**config.mk**
```make
export PLATFORM = sky130hd
export DESIGN_NAME = bat_xlate_unit
export DESIGN_NICKNAME = d
export VERILOG_FILES = /design/src/rtl/bat_xlate_pkg.sv /design/src/rtl/bat_bank.sv /design/src/rtl/bat_entry_eval.sv /design/src/rtl/bat_pick.sv /design/src/rtl/bat_xlate_unit.sv
export SDC_FILE = /design/constraint.sdc
export NUM_CORES = 1
export LEC_CHECK = 0
export BUFFER_PORTS_ARGS = -buffer_cell sky130_fd_sc_hd__buf_4
export CAP_MARGIN = 5
export CELL_PAD_IN_SITES_DETAIL_PLACEMENT = 0
export CELL_PAD_IN_SITES_GLOBAL_PLACEMENT = 1
export CORE_AREA = 4 4 283 285
export DETAILED_ROUTE_END_ITERATION = 10
export DIE_AREA = 0 0 287 289
export MAX_ROUTING_LAYER = met4
export PLACE_DENSITY = 0.54
export SYNTH_ARGS = -nofsm -noshare
export SYNTH_HDL_FRONTEND = slang
export SYNTH_SLANG_ARGS = --single-unit
```
**constraint.sdc**
```tcl
create_clock -name clk -period 8.45 [get_ports clk]
set_input_delay 1.2675 -clock clk [delete_from_list [all_inputs] [get_ports clk]]
set_output_delay 1.2675 -clock clk [all_outputs]
set_load 0.03 [all_outputs]
```
**src/rtl/bat_xlate_pkg.sv**
```systemverilog
package bat_xlate_pkg;

    typedef enum logic [1:0] {
        ACC_LOAD  = 2'd0,
        ACC_STORE = 2'd1,
        ACC_FETCH = 2'd2,
        ACC_SPARE = 2'd3
    } acc_kind_e;

    typedef struct packed {
        logic rd;
        logic wr;
        logic ex;
    } perm_t;

    localparam int          WORD_W          = 32;
    localparam logic [31:0] PAGE_IDX_MASK   = 32'hFFFE_0000;
    localparam logic [31:0] FRAME_MASK      = 32'hFFFF_F000;
    localparam logic [31:0] NORM_LEN_MASK   = 32'h0000_1FFC;
    localparam int          NORM_LEN_SHIFT  = 15;
    localparam logic [31:0] LEG_LEN_MASK    = 32'h0000_003F;
    localparam int          LEG_LEN_SHIFT   = 17;
    localparam int          NORM_USR_VALID  = 0;
    localparam int          NORM_SUP_VALID  = 1;
    localparam int          LEG_VALID       = 6;
    localparam int          LEG_USR_KEY     = 2;
    localparam int          LEG_SUP_KEY     = 3;
    localparam logic [31:0] CODE_DENIED     = 32'h0800_0000;
    localparam logic [31:0] CODE_ST_DENIED  = 32'h0A00_0000;

    // Normal layout: two-bit protection field, execute follows read.
    function automatic perm_t decode_plain(input logic [1:0] pp);
        perm_t p;
        unique case (pp)
            2'b00:   p = '{rd: 1'b0, wr: 1'b0, ex: 1'b0};
            2'b10:   p = '{rd: 1'b1, wr: 1'b1, ex: 1'b1};
            default: p = '{rd: 1'b1, wr: 1'b0, ex: 1'b1};
        endcase
        return p;
    endfunction

    // Legacy layout: a privilege key qualifies the protection field.
    function automatic perm_t decode_keyed(input logic key, input logic [1:0] pp);
        perm_t p;
        if (!key) begin
            p = (pp == 2'b11) ? '{rd: 1'b1, wr: 1'b0, ex: 1'b1}
                              : '{rd: 1'b1, wr: 1'b1, ex: 1'b1};
        end else begin
            unique case (pp)
                2'b00:   p = '{rd: 1'b0, wr: 1'b0, ex: 1'b0};
                2'b10:   p = '{rd: 1'b1, wr: 1'b1, ex: 1'b1};
                default: p = '{rd: 1'b1, wr: 1'b0, ex: 1'b1};
            endcase
        end
        return p;
    endfunction

endpackage

```
**src/rtl/bat_bank.sv**
```systemverilog
module bat_bank #(
    parameter int NUM_ENTRIES = 4,
    parameter int IDX_W       = 2
) (
    input  logic                          clk,
    input  logic                          rst_n,
    input  logic                          wr_en,
    input  logic [IDX_W-1:0]              wr_idx,
    input  logic                          wr_lower,
    input  logic [31:0]                   wr_data,
    output logic [NUM_ENTRIES-1:0][31:0]  upper_q,
    output logic [NUM_ENTRIES-1:0][31:0]  lower_q
);

    generate
        for (genvar g = 0; g < NUM_ENTRIES; g++) begin : g_slot
            logic sel;
            assign sel = wr_en && (wr_idx == IDX_W'(g));

            always_ff @(posedge clk or negedge rst_n) begin
                if (!rst_n) begin
                    upper_q[g] <= '0;
                    lower_q[g] <= '0;
                end else if (sel) begin
                    if (wr_lower) lower_q[g] <= wr_data;
                    else          upper_q[g] <= wr_data;
                end
            end
        end
    endgenerate

endmodule

```
**src/rtl/bat_entry_eval.sv**
```systemverilog
module bat_entry_eval
    import bat_xlate_pkg::*;
(
    input  logic [31:0] upper,
    input  logic [31:0] lower,
    input  logic [31:0] eff_addr,
    input  logic        legacy_mode,
    input  logic        user_mode,
    output logic        match,
    output logic [31:0] page,
    output perm_t       perm
);

    logic        active;
    logic [31:0] len_bits;
    logic [31:0] mask;
    logic        key;

    always_comb begin
        if (legacy_mode) begin
            active   = lower[LEG_VALID];
            len_bits = (lower & LEG_LEN_MASK) << LEG_LEN_SHIFT;
            key      = user_mode ? upper[LEG_USR_KEY] : upper[LEG_SUP_KEY];
            perm     = decode_keyed(key, upper[1:0]);
        end else begin
            active   = user_mode ? upper[NORM_USR_VALID] : upper[NORM_SUP_VALID];
            len_bits = (upper & NORM_LEN_MASK) << NORM_LEN_SHIFT;
            key      = 1'b0;
            perm     = decode_plain(lower[1:0]);
        end
        mask  = active ? (PAGE_IDX_MASK & ~len_bits) : '0;
        match = (mask != '0) && ((eff_addr & mask) == (upper & PAGE_IDX_MASK));
        page  = ((lower & mask) | (eff_addr & ~mask)) & FRAME_MASK;
    end

endmodule

```
**src/rtl/bat_pick.sv**
```systemverilog
module bat_pick
    import bat_xlate_pkg::*;
#(
    parameter int NUM_ENTRIES = 4
) (
    input  logic [NUM_ENTRIES-1:0]        match,
    input  logic [NUM_ENTRIES-1:0][31:0]  page_in,
    input  perm_t [NUM_ENTRIES-1:0]       perm_in,
    output logic                          hit,
    output logic [31:0]                   page,
    output perm_t                         perm
);

    // Walk from the top index down so the lowest matching index is left standing.
    always_comb begin
        hit  = 1'b0;
        page = '0;
        perm = '0;
        for (int i = NUM_ENTRIES - 1; i >= 0; i--) begin
            if (match[i]) begin
                hit  = 1'b1;
                page = page_in[i];
                perm = perm_in[i];
            end
        end
    end

endmodule

```
**src/rtl/bat_xlate_unit.sv**
```systemverilog
module bat_xlate_unit
    import bat_xlate_pkg::*;
#(
    parameter int NUM_ENTRIES = 4,
    parameter int IDX_W       = 2
) (
    input  logic              clk,
    input  logic              rst_n,
    input  logic              cfg_wr_en,
    input  logic              cfg_wr_fetch_side,
    input  logic [IDX_W-1:0]  cfg_wr_idx,
    input  logic              cfg_wr_lower,
    input  logic [31:0]       cfg_wr_data,
    input  logic              legacy_mode,
    input  logic              user_mode,
    input  logic [1:0]        acc_kind,
    input  logic [31:0]       eff_addr,
    output logic              hit,
    output logic [31:0]       real_page,
    output logic              perm_rd,
    output logic              perm_wr,
    output logic              perm_ex,
    output logic              prot_fault,
    output logic [31:0]       fault_code,
    output logic [31:0]       fault_addr
);

    acc_kind_e kind;
    logic      is_fetch;
    assign kind     = acc_kind_e'(acc_kind);
    assign is_fetch = (kind == ACC_FETCH);

    logic [NUM_ENTRIES-1:0][31:0] ib_upper, ib_lower, db_upper, db_lower;

    bat_bank #(.NUM_ENTRIES(NUM_ENTRIES), .IDX_W(IDX_W)) u_ibank (
        .clk      (clk),
        .rst_n    (rst_n),
        .wr_en    (cfg_wr_en && cfg_wr_fetch_side),
        .wr_idx   (cfg_wr_idx),
        .wr_lower (cfg_wr_lower),
        .wr_data  (cfg_wr_data),
        .upper_q  (ib_upper),
        .lower_q  (ib_lower)
    );

    bat_bank #(.NUM_ENTRIES(NUM_ENTRIES), .IDX_W(IDX_W)) u_dbank (
        .clk      (clk),
        .rst_n    (rst_n),
        .wr_en    (cfg_wr_en && !cfg_wr_fetch_side),
        .wr_idx   (cfg_wr_idx),
        .wr_lower (cfg_wr_lower),
        .wr_data  (cfg_wr_data),
        .upper_q  (db_upper),
        .lower_q  (db_lower)
    );

    logic [NUM_ENTRIES-1:0][31:0] sel_upper, sel_lower, ent_page;
    logic [NUM_ENTRIES-1:0]       ent_match;
    perm_t [NUM_ENTRIES-1:0]      ent_perm;

    assign sel_upper = is_fetch ? ib_upper : db_upper;
    assign sel_lower = is_fetch ? ib_lower : db_lower;

    generate
        for (genvar g = 0; g < NUM_ENTRIES; g++) begin : g_eval
            bat_entry_eval u_eval (
                .upper       (sel_upper[g]),
                .lower       (sel_lower[g]),
                .eff_addr    (eff_addr),
                .legacy_mode (legacy_mode),
                .user_mode   (user_mode),
                .match       (ent_match[g]),
                .page        (ent_page[g]),
                .perm        (ent_perm[g])
            );
        end
    endgenerate

    perm_t win_perm;

    bat_pick #(.NUM_ENTRIES(NUM_ENTRIES)) u_pick (
        .match   (ent_match),
        .page_in (ent_page),
        .perm_in (ent_perm),
        .hit     (hit),
        .page    (real_page),
        .perm    (win_perm)
    );

    assign perm_rd = win_perm.rd;
    assign perm_wr = win_perm.wr;
    assign perm_ex = win_perm.ex;

    logic granted;
    always_comb begin
        unique case (kind)
            ACC_STORE: granted = win_perm.wr;
            ACC_FETCH: granted = win_perm.ex;
            default:   granted = win_perm.rd;
        endcase
    end

    assign prot_fault = hit && !granted;
    assign fault_code = !prot_fault         ? 32'h0 :
                        (kind == ACC_STORE) ? CODE_ST_DENIED : CODE_DENIED;

    logic [31:0] fault_addr_q;
    always_ff @(posedge clk or negedge rst_n) begin
        if (!rst_n)                        fault_addr_q <= '0;
        else if (prot_fault && !is_fetch)  fault_addr_q <= eff_addr;
    end
    assign fault_addr = fault_addr_q;

endmodule

```
# Word-level counts from Yosys, hierarchy flattened
# Cells that the tools add are included.
# totals
ff_bits	544
elab_cells	168
# classes
mux	57
bitwise_logic	25
reduce_logical	48
n_eq_ne	21
# op_table
operator	n
AND 32 bit	12
two-way mux 128 bit	2
two-way mux 32 bit	8
two-way mux 28 bit	5
equality test 32 bit	4
NOT 28 -> 32 bit	4
NOT 32 bit	4
bitwise OR 32 bit	4
nonzero test 32 bit	4
case mux 3 bit (2 select lines)	8
two-way mux 3 bit	12
AND reduction 2 bit	16
equality test 2 bit, second input constant	15
two-way mux 26 bit	1
zero test 2 bit	9
logical AND 1 bit	16
two-way mux 1 bit	16
two-way mux 2 bit	4
equality test 2 x 1 -> 1 bit, second input constant	2
zero test 1 bit	3
case mux 1 bit (2 select lines)	1
NOT 1 bit	1

# Depth between registers and ports, before layout
# Gate-level depths: netlist (run 1).
# depth
depth_word	16
mapped_depth	20
depth_no_buf	10

# Cells and area by module
# From an unflattened synthesis (run 1), not the netlist that was laid out.
# unflattened
hier_cells	2144
hier_area_um2	28733.8
# by_module_without_submodules
mod	n_inst	area_per_inst_um2	seq_area_each_um2	cells_per_inst
bat_bank	2	9608.0	6406.1	551
bat_xlate_unit	1	4571.9	800.8	398
bat_entry_eval	4	943.4	0.0	128
bat_pick	1	1172.4	0.0	132

# Worst setup path before layout (run 1)
# OpenSTA, ideal clock, no wires.
# synth_timing
path_kind	input-to-output
start	in legacy_mode
end	out fault_code[27]
required_ns	7.183
t_arrival_ns	4.967
setup_slack_ns	2.215
path_stages	17
path_cell_list	buf_2 or3b_1 buf_2 buf_2 buf_6 or3_1 o211ai_1 a2bb2oi_1 nand4b_1 nor4_2 and3_1 a211o_1 buf_6 buf_6 a32oi_1 o21ai_1 buf_4
# synth_via
elab_chain_cells	14
# synth_lines
item	line_no	text
start: declaration	bat_xlate_unit.sv:14	input logic legacy_mode,
two-way mux 28 bit	bat_entry_eval.sv:20	if (legacy_mode) begin
NOT 28 -> 32 bit	bat_entry_eval.sv:31	mask = active ? (PAGE_IDX_MASK & ~len_bits) : '0;
two-way mux 32 bit	bat_entry_eval.sv:31	
AND 32 bit	bat_entry_eval.sv:32	match = (mask != '0) && ((eff_addr & mask) == (upper & PAGE_IDX_MASK));
equality test 32 bit	bat_entry_eval.sv:32	
logical AND 1 bit	bat_entry_eval.sv:32	
two-way mux 3 bit (4 in series)	bat_pick.sv:20	if (match[i]) begin
case mux 1 bit (2 select lines)	bat_xlate_unit.sv:96	unique case (kind)
zero test 1 bit	bat_xlate_unit.sv:103	assign prot_fault = hit && !granted;
logical AND 1 bit (*)	bat_xlate_unit.sv:103	
named net prot_fault	bat_xlate_unit.sv:23	output logic prot_fault,
two-way mux 28 bit (*)	bat_xlate_unit.sv:104	assign fault_code = !prot_fault ? 32'h0 :
end: declaration	bat_xlate_unit.sv:24	output logic [31:0] fault_code,
# Mark *: on every way through the listed nets, which the timed path passes. The rest lies on a longest branch.

# Worst setup path in the final report (run 1)
# layout_timing
start	in acc_kind[1]
end	out perm_wr
# layout_via
elab_chain_cells	12
# layout_lines
item	line_no	text
start: declaration	bat_xlate_unit.sv:16	input logic [1:0] acc_kind,
equality test 2 bit (*)	bat_xlate_unit.sv:31	assign is_fetch = (kind == ACC_FETCH);
two-way mux 128 bit, on equally long branches	bat_xlate_unit.sv:61, bat_xlate_unit.sv:62	
two-way mux 1 bit or two-way mux 28 bit (tied branches)	bat_entry_eval.sv:26, bat_entry_eval.sv:20	
two-way mux 1 bit or NOT 28 -> 32 bit (tied branches)	bat_entry_eval.sv:20, bat_entry_eval.sv:31	
two-way mux 32 bit	bat_entry_eval.sv:31	
AND 32 bit	bat_entry_eval.sv:32	
equality test 32 bit	bat_entry_eval.sv:32	
logical AND 1 bit	bat_entry_eval.sv:32	
two-way mux 3 bit (3 in series)	bat_pick.sv:20	
two-way mux 3 bit (*)	bat_pick.sv:20	
end: declaration	bat_xlate_unit.sv:21	output logic perm_wr,
# Every way passes the cells marked *; elsewhere a longest branch is shown, timed or not.

==> flow_metrics.py, run 1 <==
metrics = {
    "status": {
        "status": "completed",
    },
    "placed_design": {
        "place_inst": 3297,
        "dp_hpwl_um": 58290,
        "io_buffers": 129,
        "gp_congestion": 0.8412,
    },
    "logic_synthesis": {
        "synth_area_sq_mm": 0.02464,
        "synth-seq-cells": 432,
        "synth_area_leader_cell": "dfrtp_1",
        "synthDistinctLibCells": 86,
        "synth-edff-count": 0,
        "synthDominantCellAreaShare": 0.4387,
        "async_flop_share": 1.000,
        "postSynthAreaPerCell_sq_um": 10.86,
        "netlist_top_cells_area": "dfrtp_1 (44%), mux2_2 (19%), mux2i_1 (3.6%), nand2_1 (3.1%), clkbuf_1 (2.2%)",
        "syn_inst": 2268,
        "synth-main-ff-cell": "dfrtp_1",
        "yosysSeqAreaShare": 0.4387,
        "ys_warn_count": 0,
    },
    "floorplan": {
        "fp-row-count": 102,
        "ios": 176,
        "die_h_um": 289,
        "initial_core_util": 0.3186,
        "core_area_sq_mm": 0.07734,
        "die_w_um": 287,
        "die-area_sq_mm": 0.08294,
    },
    "cells_and_area": {
        "fill_cells": 7756,
        "nNetsFinal": 2388,
        "layout_common_cells": "dfrtp_1 (432), mux2_2 (407), nand2_1 (205)",
        "layout-drive-gt1-share": 0.3292,
        "layout.cells.non_filler": 3400,
        "syn_to_final_growth_pct": 14.73,
        "final_common_cell": "dfrtp_1",
    },
    "power": {
        "p_seq_frac": 0.411,
        "powerDensity_mw_per_mm2": 238.8,
        "vdd_ir_drop_max_uv": 164.0,
        "p_comb_frac": 0.238,
        "swShare": 0.3107,
        "p_clk_frac": 0.351,
        "switching_power_uw": 2098,
        "leakagePower_uw": 0.01124,
        "intPower_uw": 4654,
    },
    "clock_network": {
        "cts.repair.resized": 0,
        "hold_buffers": 0,
        "cts_tree": "done",
        "cts_setup_buffers": 0,
        "clock_latency_ns": 0.62,
        "cts_root_buf": "clkbuf_16",
        "cts_buffers": 54,
        "h-tree-depth": 2,
        "clk_pin_slew_ns": 0.06,
        "cts_sinks": 432,
        "cts_buffer_depth": 3,
    },
    "worst_setup_path": {
        "path_cells": "buf_4, nor2b_4, buf_12, mux4_2, nor3_2, xor2_1, o211ai_1, or4b_1, nor4_2, buf_4, nor3_1, a211oi_1, buf_4",
        "critical_path_class": "input port to output port",
        "end_kind": "output port",
        "cp.arrival_ns": 6.26,
        "required_ns": 7.18,
        "cp_slowest_cell": "nor2b_4",
        "slowest_delay_ns": 0.71,
        "start_kind": "input port",
        "crit_top_cell": "buf_4",
        "cp_max_fo": 38,
    },
    "job": {
        "maxCapViolCount": 0,
    },
    "min_path": {
        "hold_class": "flop to flop",
    },
    "grt": {
        "grt_max_degree": 177,
        "grt_overflow": 0,
        "use_met1": 0.2896,
        "grtUsageMet3": 0.02848,
        "antenna_found_initial": 1,
        "grt_pass1_wl_um": 130400,
        "top_usage_layer": "met2",
        "grtUsageMet2": 0.3438,
        "grt_usage": 0.2138,
        "grt_pass1_vias": 19220,
    },
    "detailed_routing": {
        "routed_wl_um": 88190,
        "drcViolationCount": 0,
        "ant_nets": 0,
        "wire_per_inst_um": 25.94,
        "first_iter_violations": 1216,
        "viasPerCell": 5.648,
        "vias": 19200,
        "dr.pass1.iters": 5,
    },
    "timing": {
        "clock_skew_ns": 0.02388,
        "setup_viol": 0,
        "slew_headroom": 0.1930,
        "fmax_mhz": 132.8,
        "tns_ns": 0,
        "hold_viol_final": 0,
        "period_needed_ns": 7.532,
        "worst_pin_slew_ns": 1.177,
        "grt_setup_unrepaired": "no",
        "report.final.slew_viol_count": 0,
        "fin_crit_sh": 0.8914,
    },
}
-- power by group through the flow --
stage / Clock [uW] / Sequential, uW / Combinational, uW
6_report: 2370 / 2770 / 1610
3_5_place_dp: 0 / 2810 / 1620
3_3_place_gp: 0 / 2780 / 1590
4_1_cts: 2430 / 2770 / 1620
2_1_floorplan: 0 / 2740 / 1140
5_1_grt: 2510 / 2830 / 1760
-- synth_stat cells, drive strengths merged, types with 7 or more instances --
cell type,number
a2111oi,36
a211oi,24
a21oi,74
a221oi,38
a31oi,13
and2,9
and3,7
buf,92
clkbuf,147
dfrtp,432
inv,30
mux2,410
mux2i,89
mux4,13
nand2,205
nand2b,14
nand3,70
nand4,36
nand4b,8
nor2,73
nor2b,14
nor3,53
nor4,33
nor4bb,7
o2111ai,40
o211ai,26
o21ai,62
o22ai,22
o2bb2ai,8
o31ai,19
or2,8
or3,20
xnor2,21
-- per-layer routing --
layer,vias to the layer above,share of wire
met3,89,0.051
met1,10040,0.46
met2,529,0.47
met4,0,0.021
met5,-,0
li1,8540,-
-- stage by stage --
stage,instance area [sq um],total power [uW],utilization,worst slack [ns],hold slack [ns]
floorplan,24790,3880,-,2.215,0.4706
global placement,26440,4368,0.3418,0.8696,0.4814
detailed placement,26440,4425,0.3418,0.9266,0.4880
CTS,28260,6824,0.3654,0.9332,0.5015
global route,28260,7094,0.3654,0.7059,0.5104
finish,28270,6752,0.3655,0.9180,0.4969
-- final timing paths --
| path | startpoint | endpoint | slack, ns | cells after the start |
|---|---|---|---|---|
| setup reg to reg | u_dbank.upper_q[97]$_DFFE_PN0P_ | fault_addr[6]$_DFFE_PN0P_ | 3.74 | 13 |
| hold / removal | u_dbank.upper_q[18]$_DFFE_PN0P_ | u_dbank.upper_q[18]$_DFFE_PN0P_ | 0.50 | 1 |
| min in group asynchronous | rst_n | u_dbank.upper_q[4]$_DFFE_PN0P_ | 0.70 | 1 |
| hold reg to reg | u_dbank.upper_q[18]$_DFFE_PN0P_ | u_dbank.upper_q[18]$_DFFE_PN0P_ | 0.50 | 1 |
| max in group asynchronous | rst_n | u_ibank.lower_q[24]$_DFFE_PN0P_ | 6.22 | 2 |
| setup / recovery | acc_kind[1] | perm_wr | 0.92 | 13 |
-- state kept, by name, indices dropped and copies added, names as in the netlist --
register         count
u_dbank.upper_q    112
u_dbank.lower_q     88
fault_addr          32
u_ibank.upper_q    112
u_ibank.lower_q     88
-- final cells by class --
cell class	count	area, sq um	share of cell area
clock buffer	79	1615	0.05714
timing repair buffer	187	1474	0.05214
antenna	3	7.507	0.0002656
clock inverter	21	210.2	0.007436
inverter	32	120.1	0.004249
tap	1040	1301	0.04603
multi-input combinational	1606	12730	0.4503
sequential	432	10810	0.3824
-- kinds of logic after synthesis --
| kind of cell | Yosys count | synth area share |
|---|---|---|
| flops | 432 | 0.4387 |
| compound gates | 430 | 0.1355 |
| other cells | 1 | 0.0001522 |
| xor+xnor | 26 | 0.009242 |
| simple gates | 596 | 0.1255 |
| mux | 512 | 0.2354 |
| buf+inv | 271 | 0.05540 |
-- critical path, delay by kind of cell --
kind / cells / cell delay (ns)
AND/OR/NAND/NOR: 5 / 2.27
buffers and inverters: 4 / 1.27
multiplexers: 1 / 0.61
AO/OA/AOI/OAI: 2 / 0.56
XOR/XNOR: 1 / 0.18
(Power assumes the default switching activity.)
==> run 2: changes to the inputs <==
Settings changed: CAP_MARGIN 5 to 30, CORE_AREA 4 4 283 285 to 4 4 221 223, DIE_AREA 0 0 287 289 to 0 0 225 227, PLACE_DENSITY 0.54 to 0.84, SKIP_CTS_REPAIR_TIMING set to 1.
==> run 2 against run 1 <==
First-iteration DRC count up 47%. Non-clock buffer count is 3 higher. Total power decreased by 2.4%. Final cell count decreased by 13%. Critical path depth rose by 2. Wire length is 13% lower. Final area down 2.5%. Flip-flop and latch count stayed put. Combinational power decreased by 2%. Die area shrank 38%.
==> flow_metrics.py, run 2 (synthesis results as in run 1) <==
metrics = {
    "placed_design": {
        "gp_congestion": 0.9175,
        "placed_area_sq_mm": 0.02588,
        "dp_hpwl_um": 51200,
        "place_inst": 2867,
        "io_buffers": 129,
    },
    "detailed_routing": {
        "dr_wl_met2_um": 36590,
        "ant_nets": 0,
        "vias": 19360,
        "top_layer": "met4",
        "routed_wl_um": 76550,
        "wire_per_inst_um": 25.90,
        "dr.pass1.iters": 5,
        "wl_met3_um": 5862,
        "first_iter_violations": 1789,
        "wl_met1_um": 31500,
        "viasPerCell": 6.551,
        "drcViolationCount": 0,
    },
    "grt": {
        "grt_pass1_vias": 19320,
        "grt_max_degree": 148,
        "grt_pass1_wl_um": 116300,
        "grt_overflow": 0,
        "antenna_found_initial": 2,
        "grt_usage": 0.3025,
    },
    "timing": {
        "period_needed_ns": 7.457,
        "fmax_mhz": 134.1,
        "hold_viol_final": 0,
        "fin_crit_sh": 0.8824,
        "worst_pin_slew_ns": 1.054,
        "holdWs_ns": 0.4993,
        "clock_skew_ns": 0.01957,
        "report.final.slew_viol_count": 0,
        "setup_viol": 0,
        "grt_setup_unrepaired": "no",
        "slew_headroom": 0.2897,
        "tns_ns": 0,
    },
    "cells_and_area": {
        "layout-drive-gt1-share": 0.3250,
        "layout_common_cells": "dfrtp_1 (432), mux2_2 (407), nand2_1 (205)",
        "top_regs": "u_dbank.upper_q x112, u_ibank.upper_q x112",
        "syn_to_final_growth_pct": 11.85,
        "final_common_cell": "dfrtp_1",
        "design_area_sq_mm": 0.02756,
        "nNetsFinal": 2385,
        "layout.cells.non_filler": 2956,
    },
    "power": {
        "totalPowerFinal_uw": 6590,
        "p_comb_frac": 0.239,
        "intPower_uw": 4599,
        "switching_power_uw": 1991,
        "powerDensity_mw_per_mm2": 239.1,
        "p_seq_frac": 0.422,
        "p_clk_frac": 0.339,
        "vdd_ir_drop_max_uv": 166.2,
        "swShare": 0.3021,
        "leakagePower_uw": 0.01116,
    },
    "clock_network": {
        "cts_buffers": 48,
        "clock_latency_ns": 0.59,
        "clk_pin_slew_ns": 0.06,
        "cts_buffer_depth": 3,
        "cts_tree": "done",
        "h-tree-depth": 2,
        "cts_sinks": 432,
        "cts_root_buf": "clkbuf_16",
    },
    "worst_setup_path": {
        "path_cells": "buf_4, nor2b_4, buf_4, mux2i_1, xnor2_1, nor4b_1, nand4_1, nor4_4, or3b_1, buf_4, a211o_2, buf_4, nand2_1, nor2_1, buf_4",
        "worst-path-buf-inv": 5,
        "cp.arrival_ns": 6.19,
        "reg2regPathDepth": 13,
        "cp_slowest_cell": "nor4_4",
        "crit_top_cell": "buf_4",
        "critical_path_class": "input port to output port",
        "path_depth": 15,
        "reg2reg_slack_ns": 3.72,
        "end_kind": "output port",
        "start_kind": "input port",
        "slowest_delay_ns": 0.69,
        "cp_max_fo": 33,
        "crit_family": "simple AND/OR/NAND/NOR gates",
        "required_ns": 7.18,
    },
    "floorplan": {
        "initial_core_util": 0.5293,
        "die_h_um": 227,
        "ios": 176,
        "die-area_sq_mm": 0.05108,
        "core_area_sq_mm": 0.04656,
        "die_w_um": 225,
        "fp-row-count": 79,
    },
    "status": {
        "status": "completed",
    },
    "min_path": {
        "min_path_cells": 1,
        "hold_class": "flop to flop",
    },
    "job": {
        "maxCapViolCount": 0,
    },
}
-- run 2: metrics by stage --
step,worst slack (ns),utilization
2_1_floorplan,2.215,-
5_1_grt,0.8008,0.5919
6_report,0.9934,0.5920
3_5_place_dp,1.063,0.5558
3_3_place_gp,1.087,0.5558
4_1_cts,1.086,0.5919
-- run 2: layer usage --
layer,up-vias,track usage
li1,8524,-
met1,9944,0.3954
met2,726,0.4861
met3,170,0.05145
met4,0,0.09763
met5,-,-
-- run 2: final timing paths --
kind,startpoint,to
min,u_ibank.upper_q[6]$_DFFE_PN0P_,u_ibank.upper_q[6]$_DFFE_PN0P_
max in group asynchronous,rst_n,u_dbank.lower_q[92]$_DFFE_PN0P_
max reg2reg,u_dbank.upper_q[97]$_DFFE_PN0P_,fault_addr[4]$_DFFE_PN0P_
min in group asynchronous,rst_n,fault_addr[11]$_DFFE_PN0P_
min reg2reg,u_ibank.upper_q[6]$_DFFE_PN0P_,u_ibank.upper_q[6]$_DFFE_PN0P_
max,acc_kind[1],fault_code[25]
-- run 2: power by group through the flow --
stage                     logic, uW  clock network [uW]  registers (uW)
after floorplan                1140                   0            2740
after global placement         1510                   0            2780
after detailed placement       1560                   0            2820
after CTS                      1570                2260            2780
after global routing           1710                2350            2840
final                          1570                2230            2780
-- run 2: area by class of cell --
class	instances	area, sq um
diodes	1	2.502
clock inverters	20	291.5
inverters	32	120.1
flip-flops and latches	432	10810
repair buffers	190	1484
well taps	607	759.5
multi-input cells	1606	12700
clock buffers	68	1388
fillers	3818	19000
==> run 3: changes to the inputs <==
Settings changed: CORE_AREA 4 4 221 223 to 4 4 242 244, DIE_AREA 0 0 225 227 to 0 0 246 248, PLACE_DENSITY 0.84 to 0.74.
Clock period 8.45 ns to 6.4 ns, I/O delays scaled along.
==> run 3 against run 2 <==
Combinational power up 37%. Largest cell class unchanged. Clock-buffer cell count up 5. Worst setup slack worse by 0.69 ns. Sequential share of layout area down 0.81 points. Largest power group unchanged. Critical path type unchanged. Total power up 34%. First-iteration DRC count down 15%. Core utilization down 9.2 points. Wire length up 5.4%. Critical endpoint is now real_page[20].
==> flow_metrics.py, run 3 (synthesis results as in run 1) <==
metrics = {
    "status": {
        "status": "completed",
    },
    "timing": {
        "report.final.slew_viol_count": 0,
        "clock_skew_ns": 0.02208,
        "hold_viol_final": 0,
        "grt_setup_unrepaired": "no",
        "period_needed_ns": 6.097,
        "slew_headroom": 0.2291,
        "tns_ns": 0,
        "setup_viol": 0,
        "fmax_mhz": 164.0,
        "fin_crit_sh": 0.9527,
        "worst_pin_slew_ns": 1.156,
    },
    "power": {
        "vdd_ir_drop_max_uv": 216.8,
        "leakagePower_uw": 0.01141,
        "powerDensity_mw_per_mm2": 313.0,
    },
    "clock_network": {
        "h-tree-depth": 2,
        "cts_root_buf": "clkbuf_16",
        "clk_pin_slew_ns": 0.06,
        "cts_buffer_depth": 3,
        "cts_tree": "done",
        "cts_sinks": 432,
        "cts_buffers": 51,
        "clock_latency_ns": 0.61,
    },
    "placed_design": {
        "placed_area_sq_mm": 0.02643,
        "io_buffers": 129,
        "dp_hpwl_um": 54390,
        "gp_congestion": 0.9002,
    },
    "cells_and_area": {
        "design_area_sq_mm": 0.02814,
        "top_regs": "u_dbank.upper_q x112, u_ibank.upper_q x112",
        "final_common_cell": "dfrtp_1",
        "layout-drive-gt1-share": 0.3372,
        "nNetsFinal": 2436,
        "layout_common_cells": "dfrtp_1 (432), mux2_2 (407), buf_4 (232)",
        "antenna_cells": 0,
        "syn_to_final_growth_pct": 14.21,
    },
    "worst_setup_path": {
        "rr_startpoint": "u_dbank.upper_q[0]$_DFFE_PN0P_",
        "end_kind": "output port",
        "critical_path_class": "input port to output port",
        "start_kind": "input port",
        "cp_max_fo": 22,
        "cp.arrival_ns": 5.14,
        "crit_start": "legacy_mode",
        "required_ns": 5.44,
    },
    "floorplan": {
        "die-area_sq_mm": 0.06101,
        "die_w_um": 246,
        "core_area_sq_mm": 0.05628,
        "fp-row-count": 87,
        "ios": 176,
        "die_h_um": 248,
        "initial_core_util": 0.4378,
    },
    "grt": {
        "grt_pass1_vias": 19550,
        "grt_overflow": 0,
        "grtUsageMet2": 0.4313,
        "top_usage_layer": "met2",
        "grtUsageMet3": 0.03176,
        "use_met1": 0.3608,
        "grt_usage": 0.2678,
        "antenna_found_initial": 1,
        "grt_pass1_wl_um": 122500,
        "grt_max_degree": 184,
    },
    "detailed_routing": {
        "dr.pass1.iters": 5,
        "routed_wl_um": 80680,
        "vias": 19540,
        "wire_per_inst_um": 25.57,
        "first_iter_violations": 1513,
        "ant_nets": 0,
        "viasPerCell": 6.193,
        "drcViolationCount": 0,
    },
    "job": {
        "maxCapViolCount": 0,
    },
    "min_path": {
        "hold_class": "input port to asynchronous set/reset pin",
    },
}
==> run 3: cell type report <==
cell class,count,area [sq um]
clock buffer,73,1419
clock inverter,18,269.0
fill,5044,28140
inverter,32,120.1
multi-input combinational,1606,12710
sequential,432,10810
tap,756,945.9
timing repair buffer,238,1864
==> run 3: layer usage <==
metal	vias up	wire length, um
li1	8622	-
met1	10080	35040
met2	701	38640
met3	136	4792
met4	0	2205
met5	-	0
==> run 3: worst paths after layout <==
check / endpoint / slack [ns] / cells after the start
worst max-delay path: real_page[20] / 0.30 / 16
worst min-delay path: u_ibank.upper_q[18]$_DFFE_PN0P_ / 0.35 / 1
worst max register to register: fault_addr[17]$_DFFE_PN0P_ / 2.17 / 12
worst min register to register: u_dbank.lower_q[101]$_DFFE_PN0P_ / 0.50 / 1
max in group asynchronous: u_dbank.lower_q[88]$_DFFE_PN0P_ / 4.52 / 2
min in group clk: u_dbank.lower_q[101]$_DFFE_PN0P_ / 0.50 / 1
==> run 3: power breakdown <==
group          total [uW]  internal [uW]  leakage [uW]  switching [uW]
registers            3670           3330       0.00518             343
logic                2150            992       0.00540            1160
clock network        2980           1780      0.000825            1200
==> run 3: metrics by stage <==
| step | hold slack [ns] | setup WS, ns | utilization | std cells | total power, uW |
|---|---|---|---|---|---|
| finish | 0.3521 | 0.3026 | 0.5001 | 3155 | 8808 |
| floorplan | 0.4706 | 0.7800 | - | 2309 | 5123 |
| detailed placement | 0.4853 | 0.07699 | 0.4696 | 3063 | 5855 |
| global route | 0.3993 | 0.1183 | 0.5001 | 3155 | 9209 |
| global placement | 0.4802 | 0.1323 | 0.4694 | 3062 | 5760 |
| CTS | 0.3568 | 0.06850 | 0.4996 | 3154 | 8851 |
==> run 3: worst max-delay path, stage by stage <==
cell,delay [ns]
buf_4,0.20
or3b_1,0.80
buf_4,0.32
nor3_1,0.24
o31ai_1,0.13
xnor2_1,0.26
o2111ai_1,0.21
nor4_1,0.30
buf_4,0.26
nand2_1,0.21
buf_4,0.21
o22ai_1,0.22
a21oi_1,0.17
mux2i_1,0.32
buf_4,0.17
buf_4,0.15
